**src/rtl/bpt_pkg.sv**
```systemverilog
package bpt_pkg;

   typedef enum logic {
      XFER_B2A = 1'b0,
      XFER_A2B = 1'b1
   } xfer_dir_e;

   typedef enum logic {
      SENSE_EVEN = 1'b0,
      SENSE_ODD  = 1'b1
   } par_sense_e;

endpackage

```
**src/rtl/bpt_parity_tree.sv**
```systemverilog
module bpt_parity_tree #(
   parameter int WIDTH    = 8,
   parameter bit BALANCED = 1'b1
) (
   input  logic [WIDTH-1:0] bits_i,
   output logic             odd_o
);
   localparam int LEAVES = 1 << $clog2(WIDTH);
   localparam int NODES  = 2 * LEAVES - 1;

   if (WIDTH < 2) begin : g_bad_width
      $error("bpt_parity_tree: WIDTH must be at least 2");
   end

   if (BALANCED) begin : g_tree
      logic [NODES-1:0] node;
      always_comb begin
         node = '0;
         for (int i = 0; i < WIDTH; i++) begin
            node[LEAVES-1+i] = bits_i[i];
         end
         for (int k = LEAVES - 2; k >= 0; k--) begin
            node[k] = node[2*k+1] ^ node[2*k+2];
         end
      end
      assign odd_o = node[0];
   end else begin : g_flat
      assign odd_o = ^bits_i;
   end

endmodule

```
**src/rtl/bpt_port_steer.sv**
```systemverilog
module bpt_port_steer #(
   parameter int WIDTH = 8
) (
   input  bpt_pkg::xfer_dir_e dir_i,
   input  logic               hiz_i,
   input  logic [WIDTH-1:0]   a_in_i,
   input  logic [WIDTH-1:0]   b_in_i,
   output logic [WIDTH-1:0]   a_out_o,
   output logic               a_oe_o,
   output logic [WIDTH-1:0]   b_out_o,
   output logic               b_oe_o,
   output logic               par_oe_o
);
   import bpt_pkg::*;

   logic toward_b;

   assign toward_b = (dir_i == XFER_A2B);

   assign a_out_o  = b_in_i;
   assign b_out_o  = a_in_i;
   assign a_oe_o   = !hiz_i && !toward_b;
   assign b_oe_o   = !hiz_i &&  toward_b;
   assign par_oe_o = !hiz_i &&  toward_b;

endmodule

```
**src/rtl/bpt_rx_check.sv**
```systemverilog
module bpt_rx_check (
   input  logic                rx_active_i,
   input  bpt_pkg::par_sense_e sense_i,
   input  logic                data_odd_i,
   input  logic                par_in_i,
   output logic                err_n_o
);
   import bpt_pkg::*;

   logic nine_odd;
   logic match;

   assign nine_odd = data_odd_i ^ par_in_i;
   assign match    = (sense_i == SENSE_ODD) ? nine_odd : !nine_odd;
   assign err_n_o  = rx_active_i ? match : 1'b1;

endmodule

```
**src/rtl/bpt_xcvr.sv**
```systemverilog
module bpt_xcvr #(
   parameter int DATA_W       = 8,
   parameter bit BALANCED_PAR = 1'b1
) (
   input  logic              dir_a2b,
   input  logic              hiz_req,
   input  logic              odd_sel,
   input  logic [DATA_W-1:0] a_in,
   output logic [DATA_W-1:0] a_out,
   output logic              a_oe,
   input  logic [DATA_W-1:0] b_in,
   output logic [DATA_W-1:0] b_out,
   output logic              b_oe,
   input  logic              par_in,
   output logic              par_out,
   output logic              par_oe,
   output logic              err_n
);
   import bpt_pkg::*;

   xfer_dir_e  dir_e;
   par_sense_e sense_e;
   logic       a_odd;
   logic       b_odd;
   logic       rx_active;

   assign dir_e     = xfer_dir_e'(dir_a2b);
   assign sense_e   = par_sense_e'(odd_sel);
   assign rx_active = (dir_e == XFER_B2A) && !hiz_req;

   bpt_port_steer #(.WIDTH(DATA_W)) u_steer (
      .dir_i    (dir_e),
      .hiz_i    (hiz_req),
      .a_in_i   (a_in),
      .b_in_i   (b_in),
      .a_out_o  (a_out),
      .a_oe_o   (a_oe),
      .b_out_o  (b_out),
      .b_oe_o   (b_oe),
      .par_oe_o (par_oe)
   );

   bpt_parity_tree #(.WIDTH(DATA_W), .BALANCED(BALANCED_PAR)) u_tree_a (
      .bits_i (a_in),
      .odd_o  (a_odd)
   );

   bpt_parity_tree #(.WIDTH(DATA_W), .BALANCED(BALANCED_PAR)) u_tree_b (
      .bits_i (b_in),
      .odd_o  (b_odd)
   );

   assign par_out = a_odd ^ (sense_e == SENSE_ODD);

   bpt_rx_check u_check (
      .rx_active_i (rx_active),
      .sense_i     (sense_e),
      .data_odd_i  (b_odd),
      .par_in_i    (par_in),
      .err_n_o     (err_n)
   );

   // Immediate checks across the separately built pieces.
   always_comb begin
      assert_hiz_release_R3 : assert (!hiz_req || !(a_oe || b_oe || par_oe))
         else $error("release request left a driver on");
      // the nine bits leaving on port B carry the selected sense
      assert_tx_sense_R5 : assert (!b_oe || ((^{b_out, par_out}) == odd_sel))
         else $error("transmitted nine bits carry the wrong parity sense");
      // a clean flag only when the nine received bits carry the sense
      assert_rx_flag_R7 : assert (!a_oe || (err_n == ((^{a_out, par_in}) == odd_sel)))
         else $error("receive flag disagrees with received parity");
      assert_flag_idle_R9 : assert (a_oe || err_n)
         else $error("error flag low outside receive");
   end

endmodule

```
**config.mk**
```make
export PLATFORM = sky130hd
export DESIGN_NAME = bpt_xcvr
export DESIGN_NICKNAME = d
export VERILOG_FILES = /design/src/rtl/bpt_pkg.sv /design/src/rtl/bpt_parity_tree.sv /design/src/rtl/bpt_port_steer.sv /design/src/rtl/bpt_rx_check.sv /design/src/rtl/bpt_xcvr.sv
export SDC_FILE = /design/constraint.sdc
export NUM_CORES = 1
export LEC_CHECK = 0
export ABC_AREA = 1
export ABC_CLOCK_PERIOD_IN_PS = 1600
export BUFFER_PORTS_ARGS = -buffer_cell sky130_fd_sc_hd__buf_2
export CAP_MARGIN = 40
export CORE_AREA = 2 2 39 41
export DETAILED_ROUTE_END_ITERATION = 16
export DIE_AREA = 0 0 41 43
export PLACE_DENSITY_LB_ADDON = 0.3
export SYNTH_ARGS = -nofsm -noshare
export SYNTH_HDL_FRONTEND = slang
export SYNTH_SLANG_ARGS = --single-unit
```
**constraint.sdc**
```tcl
create_clock -name vclk -period 1.6
set_input_delay 0.16 -clock vclk [all_inputs]
set_output_delay 0.16 -clock vclk [all_outputs]
set_load 0.005 [all_outputs]
```
Word-level counts from Yosys, hierarchy flattened --
Index checks and enable logic that the tools add are counted.
Operators by class: multiplexer cells 2, bitwise operators 17, reduce and logical (&&, ||, !) cells 6
Operators by type and width (number):
- bitwise XOR 1 bit | 16
- logical AND 1 bit | 3
- zero test 1 bit | 3
- 2-to-1 mux 1 bit | 2
- inverter 1 bit | 1
Word-level totals: register bits after elaboration 0, bits of input ports 20, output and inout port bits 21, word-level logic and storage cells 25

Depth between registers and ports, before layout --
Gate-level depths: netlist (run 1).
depth after elaboration 7, mapped depth 10, mapped depth without buffers 10

Cells and area by module --
From an unflattened synthesis (run 1), not the netlist that was laid out.
Second synthesis, totals: cells, all modules 129, area total of the unflattened synthesis 553.0 um^2
Modules (own cells, without submodules):
- bpt_parity_tree | times used 2, cells each 47, area an instance 176.4 um^2, seq. area each 0.0 um^2
- bpt_port_steer | times used 1, cells each 20, area an instance 141.4 um^2, seq. area each 0.0 um^2
- bpt_rx_check | times used 1, cells each 9, area an instance 36.3 um^2, seq. area each 0.0 um^2
- bpt_xcvr | times used 1, cells each 6, area an instance 22.5 um^2, seq. area each 0.0 um^2

Least setup slack after synthesis (run 1) --
OpenSTA, ideal clock, no wires.
path type input to output, from input port a_in[7], to output port par_out, data arrival time 0.683 ns, data required time 1.440 ns, setup slack 0.757 ns, stages on the path 8, cells stage by stage xnor2_1 > inv_1 > nand2_1 > nand2_1 > nand2_1 > nand2_1 > nand2_1 > nand2_1
On the way: cells in the longest elaborated chain, start to end 4
Ends and longest elaborated chain:
- from (decl) | RTL line bpt_xcvr.sv:8 | input logic [DATA_W-1:0] a_in,
- bitwise XOR 1 bit (3 in a row) | RTL line bpt_parity_tree.sv:23 | node[k] = node[2*k+1] ^ node[2*k+2];
- bitwise XOR 1 bit | RTL line bpt_xcvr.sv:53 | assign par_out = a_odd ^ (sense_e == SENSE_ODD);
- to (decl) | RTL line bpt_xcvr.sv:15 | output logic par_out,
Every way passes these cells.

Final worst setup path (run 1) --
Ends and elaborated chain as after synthesis.

==> reports/metrics.sh, run 1 <==
PATH_CELLS='buf_2, xnor2_1, inv_1, nand2_1, nand2_1, nand2_1, nand2_1, nand2_1, nand2_1, buf_2'
DIE_H_UM=43
DRT-PASS1-ITER-COUNT=3
ROUTE.DETAILED.DRC=0
WL_PER_CELL_UM=6.20
POST-DP-HPWL_UM=726
SEQUENTIAL_CELL_AREA_UM2=0
YOSYS.AREA_SHARE.ADDER_PCT=0
GRT_RESIDUAL_OVERFLOW=0
PERIOD_NEEDED_NS=1.12
ANTENNA_CELL_COUNT=0
DIE_W_UM=41
CRIT_START='a_in[7]'
SYNTH.AREA.TOP_CELLS='buf_4 30%, nand2_1 27%, inv_1 12%, xnor2_1 10%, nand3_1 9.3%'
NETLIST_TOP_CELLS_COUNT='31 x nand2_1, 17 x buf_4, 14 x inv_1'
SYNTH.AREA.MUX_SHARE_PCT=0
NETLIST-CELL-TYPE-COUNT=10
FIN_SETUP_TNS_NS=0
AREA_DELTA_SYNTH_FINAL_PCT=22.7
GRT_ANTENNA_BEFORE_REPAIR=0
VIA_COUNT=498
CTS.REPAIR_TIMING.SETUP_BUFFER_COUNT=0
MAX_CAPACITANCE_VIOLATION_COUNT=0
SYNTHSIMPLEGATEAREAFRAC_PCT=43.0
GRT_START_MAX_NET_PINS=5
YS_SEQ_AREA_SHARE_PCT=0
CRITPATHSLOWESTCELL='xnor2_1'
CTS-HOLD-FIX-BUFFERS=0
FLOORPLAN.IO_PINS=41
CRIT_PATH_END_KIND='primary output'
WORST-SETUP-PATH-TYPE='input port to primary output'
HOLD_PATH_CLASS='input port to primary output'
GRT_PASS1_VIAS=373
CP_MAX_FO=2
P_LEAK_nW=0.381
FINAL_SETUP_VIOLATION_COUNT=0
GP_CONGESTION=0.603
LAYOUT-DRIVE-GT1-SHARE_PCT=40.2
WORST_EP_REQUIRED_TIME_NS=1.44
PATH_DELAY_FAMILY='simple AND/OR/NAND/NOR gates'
POWERDENSITY_mW_PER_MM2=299
SETUP.WORST_PATH.START_CLASS='input port'
STATUS='finished clean'
FP.COREAREA_MM2=0.00138
DRT_ITER0_DRC=2
CP_COMMON_CELL='nand2_1'
POST-SYNTH-TOP-AREA-FRACTION_PCT=29.7
TIMING_HOLD_VIOLATIONS_FINAL=0
INITIAL_UTILIZATION_PCT=31.1
PLACEMENTROWS=14
DIE_AREA_MM2=0.00176
ACHIEVABLE-FREQUENCY_MHz=894
SYNTHCELLS=83
FINALWIRELENGTH_UM=763
CRITPATHMAXSTAGEDELAY_NS=0.19
ANT_NETS=0
PORT_BUFFERS=41
SYNTH.CELL_AREA_UM2=430
CRITPATHARRIVALTIME_NS=0.96
LAYOUT.SEQUENTIAL_CELLS=0
FRACTION_OF_THE_CYCLE_THE_FINAL_WORST_PATH_NEEDS_PCT=69.9
GRT_UTIL_ALL_LAYERS_PCT=9.19
TIGHTEST_SLEW_NS=0.184
TIMING.HOLD.WORST.START='a_in[7]'
WORST-PATH-BUF-INV=3
YOSYSWARNINGCOUNT=0
MAX_SLEW_MARGIN_PCT=87.6
PEAKVDDDROP_mV=0.0891
DETAIL_ROUTE.VIAS_PER_CELL=4.05
SYNTH.MOST_COMMON_CELL='nand2_1'
POST_SYNTH_XOR_AREA_FRACTION_PCT=14.2
UNREPAIRED_SETUP_ENDPOINTS_AFTER_GLOBAL_ROUTING='false'
SLEW_VIOL_FINAL=0
SYNTH_TOP_FAMILY_BY_AREA='simple AND/OR/NAND/NOR gates'
FIN_WORST_HOLD_SLACK_NS=0.512
MEAN_CELL_AREA_OF_THE_MAPPED_NETLIST_UM2=5.19
FIN_NETS=129
POST_CTS_RESIZED=0
CLOCKBUFFERCOUNT=0
GRT_PASS1_WL_UM=1260
SYN-NUM-NETS=103
SYNTH_COMPOUND_AREA_SHARE_PCT=0
NETLIST.TOP_CELL.BY_AREA='buf_4'
-- kinds of logic (layout without fill, tap and decap cells) --
| family | after synthesis | count (layout) |
|---|---|---|
| and+or+nand+nor | 44 | 44 |
| xor gates and xnor gates | 7 | 7 |
| buffers and inverters | 32 | 56 |
-- path summary, 6_finish.rpt --
path | to | slack, ns | cells past startpoint
hold / removal | b_out[7] | 0.51 | 2
setup / recovery | par_out | 0.48 | 10
-- layer usage --
| layer | wire length, µm | share of wire (%) | global-route usage (%) |
|---|---|---|---|
| met5 | 0 | 0 | 0 |
| met4 | 0 | 0 | 0 |
| met3 | 98 | 13 | 0.524 |
| met2 | 389 | 51 | 18.4 |
| met1 | 276 | 36 | 10.1 |
-- power by group --
| part | internal (mW) | switching [mW] | leakage (nW) |
|---|---|---|---|
| clock | 0 | 0 | 0 |
| sequential | 0 | 0 | 0 |
| combinational | 0.0772 | 0.0808 | 0.381 |
| total | 0.0772 | 0.0808 | 0.381 |
-- cells in the final DEF (no fill, tap or decap), drive strengths merged --
master / synthesis / layout
nand3: 8 / 8
xnor2: 5 / 5
buf: 17 / 41
nand3b: 2 / 2
nor2: 2 / 2
nand2: 32 / 32
inv: 15 / 15
xor2: 2 / 2
-- per-stage QoR --
stage | setup WS [ns] | area [µm²] | std cells | power (mW) | utilization (%)
after global routing | 0.384 | 528 | 123 | 0.185 | 38.2
after floorplan | 0.757 | 430 | 83 | 0.116 | -
after detailed placement | 0.484 | 528 | 123 | 0.160 | 38.2
after global placement | 0.507 | 528 | 123 | 0.157 | 38.2
final | 0.481 | 528 | 123 | 0.158 | 38.2
after CTS | 0.473 | 528 | 123 | 0.161 | 38.2
-- final cells by class --
type,count,area [µm²]
Fill cell,161,856
Inverter,15,56.3
Multi-Input combinational cell,51,246
Tap cell,16,20.0
Timing Repair Buffer,41,205
(Power assumes the default switching activity.)
==> run 2, diff against run 1 <==
ABC_AREA = 0   (was 1)
ABC_CLOCK_PERIOD_IN_PS = 1000   (was 1600)
clock period = 1 ns   (was 1.6 ns; I/O delays follow)
==> run 2 against run 1 <==
The flow now finishes with violations (setup timing). Synthesized area decreased by 31%. Cell count shrank 37%. Critical path type unchanged. Critical endpoint is now err_n. Count of clock-buffer cells in the layout unchanged. Final area decreased by 13%. First-iteration DRC count is 50% lower. Largest power group unchanged. Flip-flop and latch count is the same. Largest cell class is now non-clock buffers. Synthesized cell count decreased by 57%. Critical path depth down 4. Worst hold slack worse by 0.14 ns.
==> reports/metrics.sh, run 2 <==
STATUS='finished, violations left'
VIOLATIONS='setup timing'
SETUP.WORST_PATH.START_CLASS='input port'
GRT_ANTENNA_BEFORE_REPAIR=0  # unchanged
PLACEMENTROWS=14  # unchanged
MAX_CAPACITANCE_VIOLATION_COUNT=0  # unchanged
TIGHTEST_SLEW_NS=0.175  # -0.00907 ns
DRT-PASS1-ITER-COUNT=2  # -1
NETLIST.TOP_CELL.BY_AREA='buf_4'
GRT_RESIDUAL_OVERFLOW=0  # unchanged
GP_CONGESTION=0.606  # +0.53%
FINAL_SETUP_VIOLATION_COUNT=2  # +2
FINALWIRELENGTH_UM=569  # -25%
POST-ROUTE-CELL-AREA_UM2=462  # -13%
REPORT.POWER.TOTAL_uW=287  # +81%
P_LEAK_nW=0.261  # -32%
FIN_WORST_HOLD_SLACK_NS=0.376  # -0.137 ns
UTILIZATION_PCT=33.4  # -4.8 points
ANTENNA_CELL_COUNT=0  # unchanged
ACHIEVABLE-FREQUENCY_MHz=864
POWERDENSITY_mW_PER_MM2=621  # +110%
AREA_DELTA_SYNTH_FINAL_PCT=56.4
GRT_PASS1_WL_UM=793  # -37%
CP_COMMON_CELL='buf_2'
DIE_H_UM=43  # unchanged
WL_PER_CELL_UM=7.39  # +19%
CTS-HOLD-FIX-BUFFERS=0  # unchanged
FP.COREAREA_MM2=0.00138  # unchanged
DP_WORST_SETUP_SLACK_NS=-0.218  # -0.702 ns
PLACED_CELL_AREA_UM2=400  # -24%
UNREPAIRED_SETUP_ENDPOINTS_AFTER_GLOBAL_ROUTING='true'
ROUTE.DETAILED.DRC=0  # unchanged
FILLCELLCOUNT=151  # -6.2%
HOLD_PATH_CLASS='input port to primary output'
CRITPATHSLOWESTCELL='xnor3_1'
DIE_AREA_MM2=0.00176  # unchanged
LAYOUT_COMMONEST_CELL='buf_2'
NETLIST-CELL-TYPE-COUNT=7  # -3
PEAKVDDDROP_mV=0.244  # +170%
CRIT_START='b_in[4]'
LAYOUT.SEQUENTIAL_CELLS=0  # unchanged
GRT_PASS1_VIAS=242  # -35%
MEAN_CELL_AREA_OF_THE_MAPPED_NETLIST_UM2=8.20  # +58%
SYNTH.CELL_AREA_UM2=295  # -31%
FRACTION_OF_THE_CYCLE_THE_FINAL_WORST_PATH_NEEDS_PCT=116
CTS.REPAIR_TIMING.SETUP_BUFFER_COUNT=0  # unchanged
POST-PLACE-CELLS=77  # -37%
INITIAL_UTILIZATION_PCT=21.3  # -9.8 points
TIMING_HOLD_VIOLATIONS_FINAL=0  # unchanged
POST_ROUTE_INSTS_NO_FILL=77  # -37%
VIA_COUNT=293  # -41%
WORST-SETUP-PATH-TYPE='input port to primary output'
MULTI_INPUT_COMB_AREA_UM2=198  # -20%
PATH_CELLS='buf_2, xnor2_2, xnor3_1, xnor2_1, nand2_1, buf_2'
CLOCKBUFFERCOUNT=0  # unchanged
YOSYSWARNINGCOUNT=0  # unchanged
DRT_ITER0_DRC=1  # -1
DETAIL_ROUTE.VIAS_PER_CELL=3.81  # -6.0%
SYNTHCELLS=36  # -57%
SETUP.WORST_PATH.END='err_n'
CRITPATHMAXSTAGEDELAY_NS=0.41  # +0.22 ns
FIN_SETUP_TNS_NS=-0.171  # -0.171 ns
LAYOUT-DRIVE-GT1-SHARE_PCT=75.4  # +35 points
CP_MAX_FO=2  # unchanged
CRIT_PATH_END_KIND='primary output'
PORT_BUFFERS=41  # unchanged
FLOORPLAN.IO_PINS=41  # unchanged
MAX_SLEW_MARGIN_PCT=88.2  # +0.61 points
GRT_UTIL_ALL_LAYERS_PCT=6.00  # -3.2 points
FINAL_CELL_MIX='36 x buf_2, 7 x xnor2_1, 5 x buf_6'
FIN_NETS=83  # -36%
SEQUENTIAL_CELL_AREA_UM2=0  # unchanged
SYNTH.MOST_COMMON_CELL='buf_4'
WORST_EP_REQUIRED_TIME_NS=0.90  # -0.54 ns
DIE_W_UM=41  # unchanged
CRITPATHARRIVALTIME_NS=1.06  # +0.10 ns
GRT_START_MAX_NET_PINS=3  # -2
POST-DP-HPWL_UM=485  # -33%
SYNTH.AREA.TOP_CELLS='buf_4 43%, xnor2_1 33%, xor2_1 12%, xnor3_1 7.6%, nor2b_1 2.1%'
PERIOD_NEEDED_NS=1.16
WORST_SLACK_NS=-0.158  # -0.639 ns
SLEW_VIOL_FINAL=0  # unchanged
ANT_NETS=0  # unchanged
YS_SEQ_AREA_SHARE_PCT=0  # unchanged
NETLIST_TOP_CELLS_COUNT='17 x buf_4, 11 x xnor2_1, 4 x xor2_1'
POST-SYNTH-TOP-AREA-FRACTION_PCT=43.2  # +14 points
SYN-NUM-NETS=56  # -46%
==> run 2: cell types whose count changed after synthesis, moves of 2 or more <==
cell / before / now
inv_1: 14 / 0
nand2_1: 31 / 1
nand3_1: 8 / 0
nand3b_1: 2 / 0
xnor2_1: 5 / 11
xor2_1: 2 / 4
==> run 2: metal layers <==
| layer | part of all wire [%] | vias to the layer above | track usage, % | wire length [µm] |
|---|---|---|---|---|
| met5 | 0 | - | 0 | 0 |
| met4 | 0 | 0 | 0 | 0 |
| met3 | 19 | 0 | 0 | 110 |
| met2 | 51 | 30 | 15.0 | 290 |
| met1 | 30 | 120 | 3.81 | 168 |
| li1 | - | 143 | - | - |
==> run 2: worst max-delay path, delay by kind of cell <==
family	cells	cell delay (ns)
simple gates	1	0.06
xor+xnor	3	0.66
buf+inv	2	0.24
==> run 2: cell type report <==
cell class / instances / area share, %
timing repair buffer: 42 / 52.8
multi-input combinational: 19 / 42.8
tap: 16 / 4.34
==> run 2: cells by family after synthesis <==
family	after synthesis	share of synthesized area, %
buffers and inverters	17	43.2
xor gates and xnor gates	16	52.1
and+or+nand+nor	3	4.66
==> run 2: worst min-delay path by stage <==
stage / start / to / slack (ns) / cells after the start
after floorplan: hiz_req / a_oe / 0.23 / 1
after global placement: a_in[7] / b_out[7] / 0.39 / 2
after detailed placement: a_in[3] / b_out[3] / 0.39 / 2
after CTS: a_in[1] / b_out[1] / 0.38 / 2
after global routing: a_in[1] / b_out[1] / 0.38 / 2
final: a_in[4] / b_out[4] / 0.38 / 2
==> run 2: what timing repair did <==
| item | 4_1_cts | 5_1_grt |
|---|---|---|
| gates resized for setup | 9 | 0 |
| pin swaps | 8 | 3 |
| cloned | 0 | 0 |
| setup endpoints to repair | 2 | 2 |
==> run 2: power breakdown <==
part | leakage (nW) | internal (mW) | switching (mW) | total, mW
clock | 0 | 0 | 0 | 0
sequential | 0 | 0 | 0 | 0
combinational | 0.261 | 0.180 | 0.106 | 0.287
total | 0.261 | 0.180 | 0.106 | 0.287
